### config.mk
export PLATFORM = sky130hd
export DESIGN_NAME = xlat_buffer
export DESIGN_NICKNAME = d
export VERILOG_FILES = /design/src/rtl/xlat_pkg.sv /design/src/rtl/xlat_entry_bank.sv /design/src/rtl/xlat_match.sv /design/src/rtl/xlat_victim.sv /design/src/rtl/xlat_buffer.sv
export SDC_FILE = /design/constraint.sdc
export NUM_CORES = 1
export LEC_CHECK = 0
export ABC_AREA = 1
export BUFFER_PORTS_ARGS = -buffer_cell sky130_fd_sc_hd__buf_2
export CORE_UTILIZATION = 35
export CTS_BUF_LIST = sky130_fd_sc_hd__clkbuf_4
export DETAILED_ROUTE_END_ITERATION = 8
export PLACE_DENSITY = 0.64
export SLEW_MARGIN = 20
export SYNTH_ARGS = -nofsm -noshare
export SYNTH_HDL_FRONTEND = slang
export SYNTH_HIERARCHICAL = 1
export SYNTH_SLANG_ARGS = --single-unit
### constraint.sdc
create_clock -name clk -period 2.7 [get_ports clk]
set_input_delay 0.27 -clock clk [delete_from_list [all_inputs] [get_ports clk]]
set_output_delay 0.27 -clock clk [all_outputs]
set_load 0.05 [all_outputs]
### src/rtl/xlat_pkg.sv
package xlat_pkg;
  localparam int VA_W        = 16;
  localparam int OFS_W       = 12;
  localparam int PA_W        = 15;
  localparam int NUM_ENTRIES = 8;
  localparam int VPN_W       = VA_W - OFS_W;
  localparam int PFN_W       = PA_W - OFS_W;

  typedef struct packed {
    logic             vld;
    logic [VPN_W-1:0] tag;
    logic [PFN_W-1:0] pfn;
    logic             can_rd;
    logic             can_wr;
  } xlat_entry_t;
endpackage

### src/rtl/xlat_entry_bank.sv
module xlat_entry_bank
  import xlat_pkg::*;
#(
  parameter int N     = NUM_ENTRIES,
  parameter int IDX_W = $clog2(N)
) (
  input  logic                  clk,
  input  logic                  rst_n,
  input  logic                  flush,
  input  logic                  wr_en,
  input  logic [IDX_W-1:0]      wr_idx,
  input  xlat_entry_t           wr_entry,
  output xlat_entry_t [N-1:0]   ent_q
);
  xlat_entry_t [N-1:0] ent_d;
  logic                upd_en;

  // Flush has priority over a write in the same cycle.
  always_comb begin
    ent_d = ent_q;
    if (flush) begin
      for (int i = 0; i < N; i++) ent_d[i].vld = 1'b0;
    end else if (wr_en) begin
      ent_d[wr_idx] = wr_entry;
    end
  end

  assign upd_en = flush | wr_en;

  always_ff @(posedge clk or negedge rst_n) begin
    if (!rst_n)      ent_q <= '0;
    else if (upd_en) ent_q <= ent_d;
  end
endmodule

### src/rtl/xlat_match.sv
module xlat_match
  import xlat_pkg::*;
#(
  parameter int N     = NUM_ENTRIES,
  parameter int IDX_W = $clog2(N)
) (
  input  xlat_entry_t [N-1:0] ent,
  input  logic [VPN_W-1:0]    vpn,
  output logic                any_hit,
  output logic [IDX_W-1:0]    hit_idx,
  output xlat_entry_t         hit_ent
);
  logic [N-1:0] hit_vec;

  // One comparator per entry, all evaluated in parallel.
  for (genvar g = 0; g < N; g++) begin : g_cmp
    assign hit_vec[g] = ent[g].vld && (ent[g].tag == vpn);
  end

  assign any_hit = |hit_vec;

  always_comb begin
    hit_idx = '0;
    for (int i = N - 1; i >= 0; i--) begin
      if (hit_vec[i]) hit_idx = IDX_W'(i);
    end
  end

  assign hit_ent = ent[hit_idx];
endmodule

### src/rtl/xlat_victim.sv
module xlat_victim
  import xlat_pkg::*;
#(
  parameter int N     = NUM_ENTRIES,
  parameter int IDX_W = $clog2(N)
) (
  input  logic                clk,
  input  logic                rst_n,
  input  xlat_entry_t [N-1:0] ent,
  input  logic                fill_valid,
  input  logic                flush,
  input  logic                tag_hit,
  input  logic [IDX_W-1:0]    tag_idx,
  output logic [IDX_W-1:0]    vic_idx
);
  logic [N-1:0]     free_vec;
  logic             any_free;
  logic [IDX_W-1:0] free_idx;
  logic [IDX_W-1:0] ptr_q, ptr_d;
  logic             ptr_en;

  for (genvar g = 0; g < N; g++) begin : g_free
    assign free_vec[g] = ~ent[g].vld;
  end

  assign any_free = |free_vec;

  always_comb begin
    free_idx = '0;
    for (int i = N - 1; i >= 0; i--) begin
      if (free_vec[i]) free_idx = IDX_W'(i);
    end
  end

  // Priority: same tag, then lowest free slot, then the rotating pointer.
  always_comb begin
    if (tag_hit)       vic_idx = tag_idx;
    else if (any_free) vic_idx = free_idx;
    else               vic_idx = ptr_q;
  end

  assign ptr_en = fill_valid & ~flush & ~tag_hit & ~any_free;
  assign ptr_d  = (ptr_q == IDX_W'(N - 1)) ? '0 : ptr_q + 1'b1;

  always_ff @(posedge clk or negedge rst_n) begin
    if (!rst_n)      ptr_q <= '0;
    else if (ptr_en) ptr_q <= ptr_d;
  end
endmodule

### src/rtl/xlat_buffer.sv
module xlat_buffer
  import xlat_pkg::*;
(
  input  logic            clk,
  input  logic            rst_n,
  input  logic            flush,
  input  logic            req_valid,
  input  logic [VA_W-1:0] req_vaddr,
  input  logic            req_write,
  output logic            rsp_valid,
  output logic            rsp_hit,
  output logic            rsp_miss,
  output logic            rsp_fault,
  output logic [PA_W-1:0] rsp_paddr,
  input  logic             fill_valid,
  input  logic [VPN_W-1:0] fill_vpn,
  input  logic [PFN_W-1:0] fill_pfn,
  input  logic             fill_rd,
  input  logic             fill_wr
);
  localparam int N     = NUM_ENTRIES;
  localparam int IDX_W = $clog2(N);

  xlat_entry_t [N-1:0] ent;
  xlat_entry_t         lk_ent, fl_ent, new_ent;
  logic                lk_any, fl_any;
  logic [IDX_W-1:0]    lk_idx, fl_idx, vic_idx;
  logic                perm_ok;
  logic                wr_en;
  logic                val_d, hit_d, miss_d, fault_d;
  logic [PA_W-1:0]     paddr_d;

  xlat_entry_bank #(.N(N)) u_bank (
    .clk(clk), .rst_n(rst_n), .flush(flush), .wr_en(wr_en),
    .wr_idx(vic_idx), .wr_entry(new_ent), .ent_q(ent)
  );

  // Lookup port.
  xlat_match #(.N(N)) u_lk_match (
    .ent(ent), .vpn(req_vaddr[VA_W-1:OFS_W]),
    .any_hit(lk_any), .hit_idx(lk_idx), .hit_ent(lk_ent)
  );

  // Refill port: finds an already resident copy of the page.
  xlat_match #(.N(N)) u_fl_match (
    .ent(ent), .vpn(fill_vpn),
    .any_hit(fl_any), .hit_idx(fl_idx), .hit_ent(fl_ent)
  );

  xlat_victim #(.N(N)) u_victim (
    .clk(clk), .rst_n(rst_n), .ent(ent), .fill_valid(fill_valid),
    .flush(flush), .tag_hit(fl_any), .tag_idx(fl_idx), .vic_idx(vic_idx)
  );

  assign wr_en = fill_valid & ~flush;

  always_comb begin
    new_ent        = '0;
    new_ent.vld    = 1'b1;
    new_ent.tag    = fill_vpn;
    new_ent.pfn    = fill_pfn;
    new_ent.can_rd = fill_rd;
    new_ent.can_wr = fill_wr;
  end

  // Result next state.
  assign perm_ok = req_write ? lk_ent.can_wr : lk_ent.can_rd;

  always_comb begin
    val_d   = req_valid;
    hit_d   = req_valid & lk_any & perm_ok;
    fault_d = req_valid & lk_any & ~perm_ok;
    miss_d  = req_valid & ~lk_any;
    paddr_d = hit_d ? {lk_ent.pfn, req_vaddr[OFS_W-1:0]} : '0;
  end

  always_ff @(posedge clk or negedge rst_n) begin
    if (!rst_n) begin
      rsp_valid <= 1'b0;
      rsp_hit   <= 1'b0;
      rsp_miss  <= 1'b0;
      rsp_fault <= 1'b0;
      rsp_paddr <= '0;
    end else begin
      rsp_valid <= val_d;
      rsp_hit   <= hit_d;
      rsp_miss  <= miss_d;
      rsp_fault <= fault_d;
      rsp_paddr <= paddr_d;
    end
  end

  // Unused fields of the refill-port match result.
  logic unused_fl;
  assign unused_fl = ^fl_ent;
endmodule

After elaboration in Yosys (flattened, before gate mapping)
Index checks and enable logic that the tools add are counted.

word-level totals
  input port bits = 31
  register bits = 102

operators by class
  order comparisons = 3
  bitwise operators = 21
  add/sub/neg operators = 1
  reductions and logical operators = 23
  mux-type cells = 43
  equal/unequal tests = 17

operators by type and width
  kind                                                                                 count
  3-bit 2-to-1 mux                                                                     27
  80-bit bitwise mux                                                                   1
  80-bit 2-to-1 mux                                                                    1
  4-bit equality test                                                                  16
  10-bit binary-select mux with 3-bit select                                           1
  10-bit demux with 3-bit select                                                       1
  8-bit OR reduction                                                                   3
  1-bit logical AND                                                                    17
  15-bit 2-to-1 mux                                                                    1
  1-bit NOT                                                                            13
  10-bit 2-to-1 mux                                                                    1
  1-bit 2-to-1 mux                                                                     9
  3-bit by 4-bit less-than comparator with 1-bit output, second input constant         2
  1-bit AND                                                                            7
  5-bit 2-to-1 mux                                                                     1
  3-bit by 1-bit adder with 3-bit output, second input constant                        1
  3-bit equality test, second input constant                                           1
  3-bit by 1-bit greater-or-equal comparator with 1-bit output, second input constant  1
  3-bit AND reduction                                                                  1
  2-bit AND reduction                                                                  1
  2-bit nonzero test                                                                   1
  1-bit bitwise OR                                                                     1

Logic depth before layout (Yosys ltp)
  word-level depth = 18
  gate-level depth with buffers = 24
  mapped depth without buffers = 22

Hierarchy
Netlist, hierarchy kept.

modules (own cells, without submodules)
  module           cells each  area each (um^2)  instances
  xlat_match       359         1652.8            2
  xlat_entry_bank  312         3164.3            1
  xlat_buffer      64          698.2             1
  xlat_victim      43          304.0             1

Worst setup path before layout
No wires, ideal clock.

  kind = input to register
  start point = input port fill_vpn[2]
  end point = register u_bank/ent_q[65] (netlist bit)
  data arrival time = 2.587 ns
  cell stages on the path = 20
  buffers on the path = 3
  path slack = 0.037 ns
  required time = 2.624 ns
  cell sequence = buf_2 -> inv_2 -> nand2_1 -> nand2_1 -> nand3_1 -> nor2_2 -> inv_1 -> nand2_1 -> nand3_1 -> nand2_1 -> nand2_1 -> inv_2 -> buf_4 -> nor2_1 -> a31oi_1 -> nand2_1 -> inv_2 -> nand3_4 -> buf_6 -> o21ai_1

between the ends
  cells in the longest elaborated chain, start to end = 16

ends and longest elaborated chain
  what                                                                                                                                                         line                   source
  start: declaration                                                                                                                                           xlat_buffer.sv:16      input logic [VPN_W-1:0] fill_vpn,
  4-bit equality test                                                                                                                                          xlat_match.sv:17       assign hit_vec[g] = ent[g].vld && (ent[g].tag == vpn);
  1-bit logical AND                                                                                                                                            xlat_match.sv:17
  3-bit 2-to-1 mux (7 in series)                                                                                                                               xlat_match.sv:25       if (hit_vec[i]) hit_idx = IDX_W'(i);
  3-bit 2-to-1 mux (*)                                                                                                                                         xlat_match.sv:25
  net fl_idx[1]                                                                                                                                                xlat_buffer.sv:27      logic [IDX_W-1:0] lk_idx, fl_idx, vic_idx;
  3-bit 2-to-1 mux (*)                                                                                                                                         xlat_victim.sv:37      if (tag_hit) vic_idx = tag_idx;
  net vic_idx[1]                                                                                                                                               xlat_buffer.sv:27
  3-bit by 4-bit less-than comparator with 1-bit output (implied by the code) or 3-bit by 1-bit greater-or-equal comparator with 1-bit output (tied branches)  xlat_entry_bank.sv:24  ent_d[wr_idx] = wr_entry;
  1-bit logical AND (implied by the code)                                                                                                                      xlat_entry_bank.sv:24
  10-bit 2-to-1 mux (implied by the code)                                                                                                                      xlat_entry_bank.sv:24
  10-bit demux with 3-bit select (*)                                                                                                                           --
  80-bit bitwise mux (*)                                                                                                                                       xlat_entry_bank.sv:24
  end signal: assignment                                                                                                                                       xlat_entry_bank.sv:32  else if (upd_en) ent_q <= ent_d;
  end: declaration                                                                                                                                             xlat_entry_bank.sv:13  output xlat_entry_t [N-1:0] ent_q

Mark *: on every way through the listed nets, which the timed path passes. The rest lies on a longest branch.
A chain may end at the register's enable or synchronous reset.

Final worst setup path
  start point = register u_bank/ent_q[76] (netlist bit)
  end point = register u_bank/ent_q[35] (netlist bit)

RTL lines
  what                                                                                                                                                         line                   source
  4-bit equality test (*)                                                                                                                                      xlat_match.sv:17
  1-bit logical AND (*)                                                                                                                                        xlat_match.sv:17
  8-bit OR reduction (*)                                                                                                                                       xlat_match.sv:20       assign any_hit = |hit_vec;
  net fl_any                                                                                                                                                   xlat_buffer.sv:26      logic lk_any, fl_any;
  3-bit 2-to-1 mux (*)                                                                                                                                         xlat_victim.sv:37
  net vic_idx[1]                                                                                                                                               xlat_buffer.sv:27
  3-bit by 4-bit less-than comparator with 1-bit output (implied by the code) or 3-bit by 1-bit greater-or-equal comparator with 1-bit output (tied branches)  xlat_entry_bank.sv:24
  1-bit logical AND (implied by the code)                                                                                                                      xlat_entry_bank.sv:24
  10-bit 2-to-1 mux (implied by the code)                                                                                                                      xlat_entry_bank.sv:24
  10-bit demux with 3-bit select (*)                                                                                                                           --
  80-bit bitwise mux (*)                                                                                                                                       xlat_entry_bank.sv:24

Marked as above.

==> impl_results.md <==
* CTS tree: yes
* Type of origin of the critical path: flop
* Pre-CTS setup slack at -0.0247 ns
* Post-Route WL at 18200 um
* Max-cap violations at 0
* Clock period minus worst slack at 2.57 ns
* FF-to-FF setup slack at 0.13 ns
* Clk_lat worst skew at 0.50 ns
* Drt first pass iters at 8
* Nets at 983
* Cell count after synthesis at 838
* Synthesis-to-layout area growth at 22.0%
* Rows at 47
* Avg Cell Area, Syn at 7.27 um2
* Synth warn at 6
* CTS sink cnt at 102
* PnR worst setup slack at 0.133 ns
* Worst-path fanout max at 9
* Gr ovfl total at 0
* Final setup violation count at 0
* Port bufs at 49
* Run status: finished, final reports clean
* Largest net degree at the start of global routing at 50
* Worst Tran Pin Value at 0.694 ns
* CTS max path bufs at 2
* Slew Viols, Final at 0
* Via-to-Cell Ratio at 4.92
* Layout cells sized above 1 at 21.5%
* Seq pwr share at 54.3%
* Clock network power share at 29.5%
* DP HPWL at 11700 um
* Final worst-path cycle share at 95.1%
* Part of the power in combinational logic at 16.2%
* DP Area at 6780 um2
* Placeable Area at 16800 um2
* Die Ht at 134 um
* Sw frac at 31.5%
* Tot Pwr at 3050 uW
* CP Capture Type: flop
* Die W at 134 um
* Placer congestion estimate at 0.917
* Worst Path Required at 3.10 ns
* Worst rel slew slack at 53.7%
* GRT Util Overall at 18.8%
* F_max at 0.389 GHz
* Final core utilization at 44.2%
* Inserted Clock Buffers at 9
* # IOs at 50
* Detail Route Antenna Nets at 0
* Clock Skew at 0.0182 ns
* Net switching power figure at 963 uW
* Global-route wire length before repair at 26500 um
* Clk slew on worst S/H paths at 0.18 ns
* Detailed router's first-iteration violation count at 622
* Power per cell area at 411 nW/um2
* Vias in the first global route at 4992
* Worst hold path type: in -> reg
* Initial antenna violation count at 1
* P_leak at 0.00374 uW
* Routed vias at 5782
* Fill cells at 1669
* Worst VDD drop at 0.000214 V
* Root Driver: clkbuf_4
* Final Hold Viols at 0
* Most common cell after layout, fill and taps aside: nand2_1
* DRC errors left at 0
* Int Power at 2090 uW
* Initial Util at 36.2%
* CP arrival at 2.96 ns
* WL/cell at 15.5 um
* H-tree levels at 3
* Finished Cell Area at 7440 um2
* Mapped Area at 6100 um2
* Commonest cells after routing, fill and taps aside: 259 x nand2_1, 138 x inv_1, 102 x dfrtp_1, 60 x nand3_1, 55 x o21ai_1
* CP Class: reg -> reg
* Die area at 17900 um2
-- metal layers --
metal	part of all wire, %	GRT usage [%]
met3	5.2	2.34
met1	46	27.2
met5	0	0
met4	3.6	6.57
met2	45	28.8
-- worst paths after layout --
| check | cells after the start | from | end |
|---|---|---|---|
| worst max-delay path | 19 | u_bank/ent_q[76] | u_bank/ent_q[35] |
| worst min-delay path | 3 | fill_valid | u_victim/ptr_q[0] |
| worst max register to register | 19 | u_bank/ent_q[76] | u_bank/ent_q[35] |
| worst min register to register | 2 | u_bank/ent_q[40] | u_bank/ent_q[40] |
| max in group asynchronous | 3 | rst_n | rsp_fault |
| min in group asynchronous | 2 | rst_n | u_bank/ent_q[6] |
-- what timing repair did --
| action | in CTS | in global routing |
|---|---|---|
| hold endpoints to repair | 69 | 0 |
| buffers inserted | 0 | 7 |
| endpoints found under the setup margin | 0 | 86 |
| hold buffers | 19 | 0 |
| gates resized for setup | 0 | 27 |
-- registers in the layout (all words and copies together), names as in the netlist --
| signal | count |
|---|---|
| u_bank/ent_q | 80 |
| rsp_fault | 1 |
| rsp_valid | 1 |
| u_victim/ptr_q | 3 |
| rsp_hit | 1 |
| rsp_paddr | 15 |
| rsp_miss | 1 |
-- worst max-delay path, cell delays in order (launching register included) --
cell,delay [ns]
dfrtp_1,0.46
inv_1,0.07
nand2_1,0.04
nand2_1,0.05
inv_1,0.04
nand3_1,0.07
nor2_2,0.05
inv_1,0.05
nand2_1,0.06
nor2_1,0.18
nand3_2,0.17
inv_2,0.14
nor2_1,0.08
a31oi_4,0.21
inv_2,0.07
nor2_4,0.21
buf_4,0.18
nand3_4,0.16
nand2_1,0.11
o21ai_1,0.06
-- cell type report --
type	instances	area (um2)	share of cell area, %
Tap cell	220	275	3.70
Clock buffer	9	67.6	0.908
Timing Repair Buffer	124	950	12.8
Timing Repair inverter	1	6.26	0.0841
Clock inverter	7	88.8	1.19
Antenna cell	1	2.50	0.0336
Multi-Input combinational cell	557	2900	39.0
Sequential cell	102	2550	34.3
Inverter	155	599	8.06
-- per-stage QoR --
step / hold slack (ns) / TNS [ns] / instances
2_1_floorplan: -0.0256 / 0 / 840
3_3_place_gp: 0.354 / 0 / 1122
3_5_place_dp: 0.363 / -0.0511 / 1122
4_1_cts: 0.0612 / 0 / 1157
5_1_grt: 0.0944 / -0.131 / 1176
6_report: 0.0989 / 0 / 1176
-- power by group through the flow --
stage                     combinational (uW)  sequential [uW]  clock, uW
after floorplan                          263             1680          0
after global placement                   425             1680          0
after detailed placement                 430             1680          0
after CTS                                454             1660        930
after global routing                     553             1670        973
final                                    494             1660        902
Note: power is estimated with default switching activity, not from simulation.
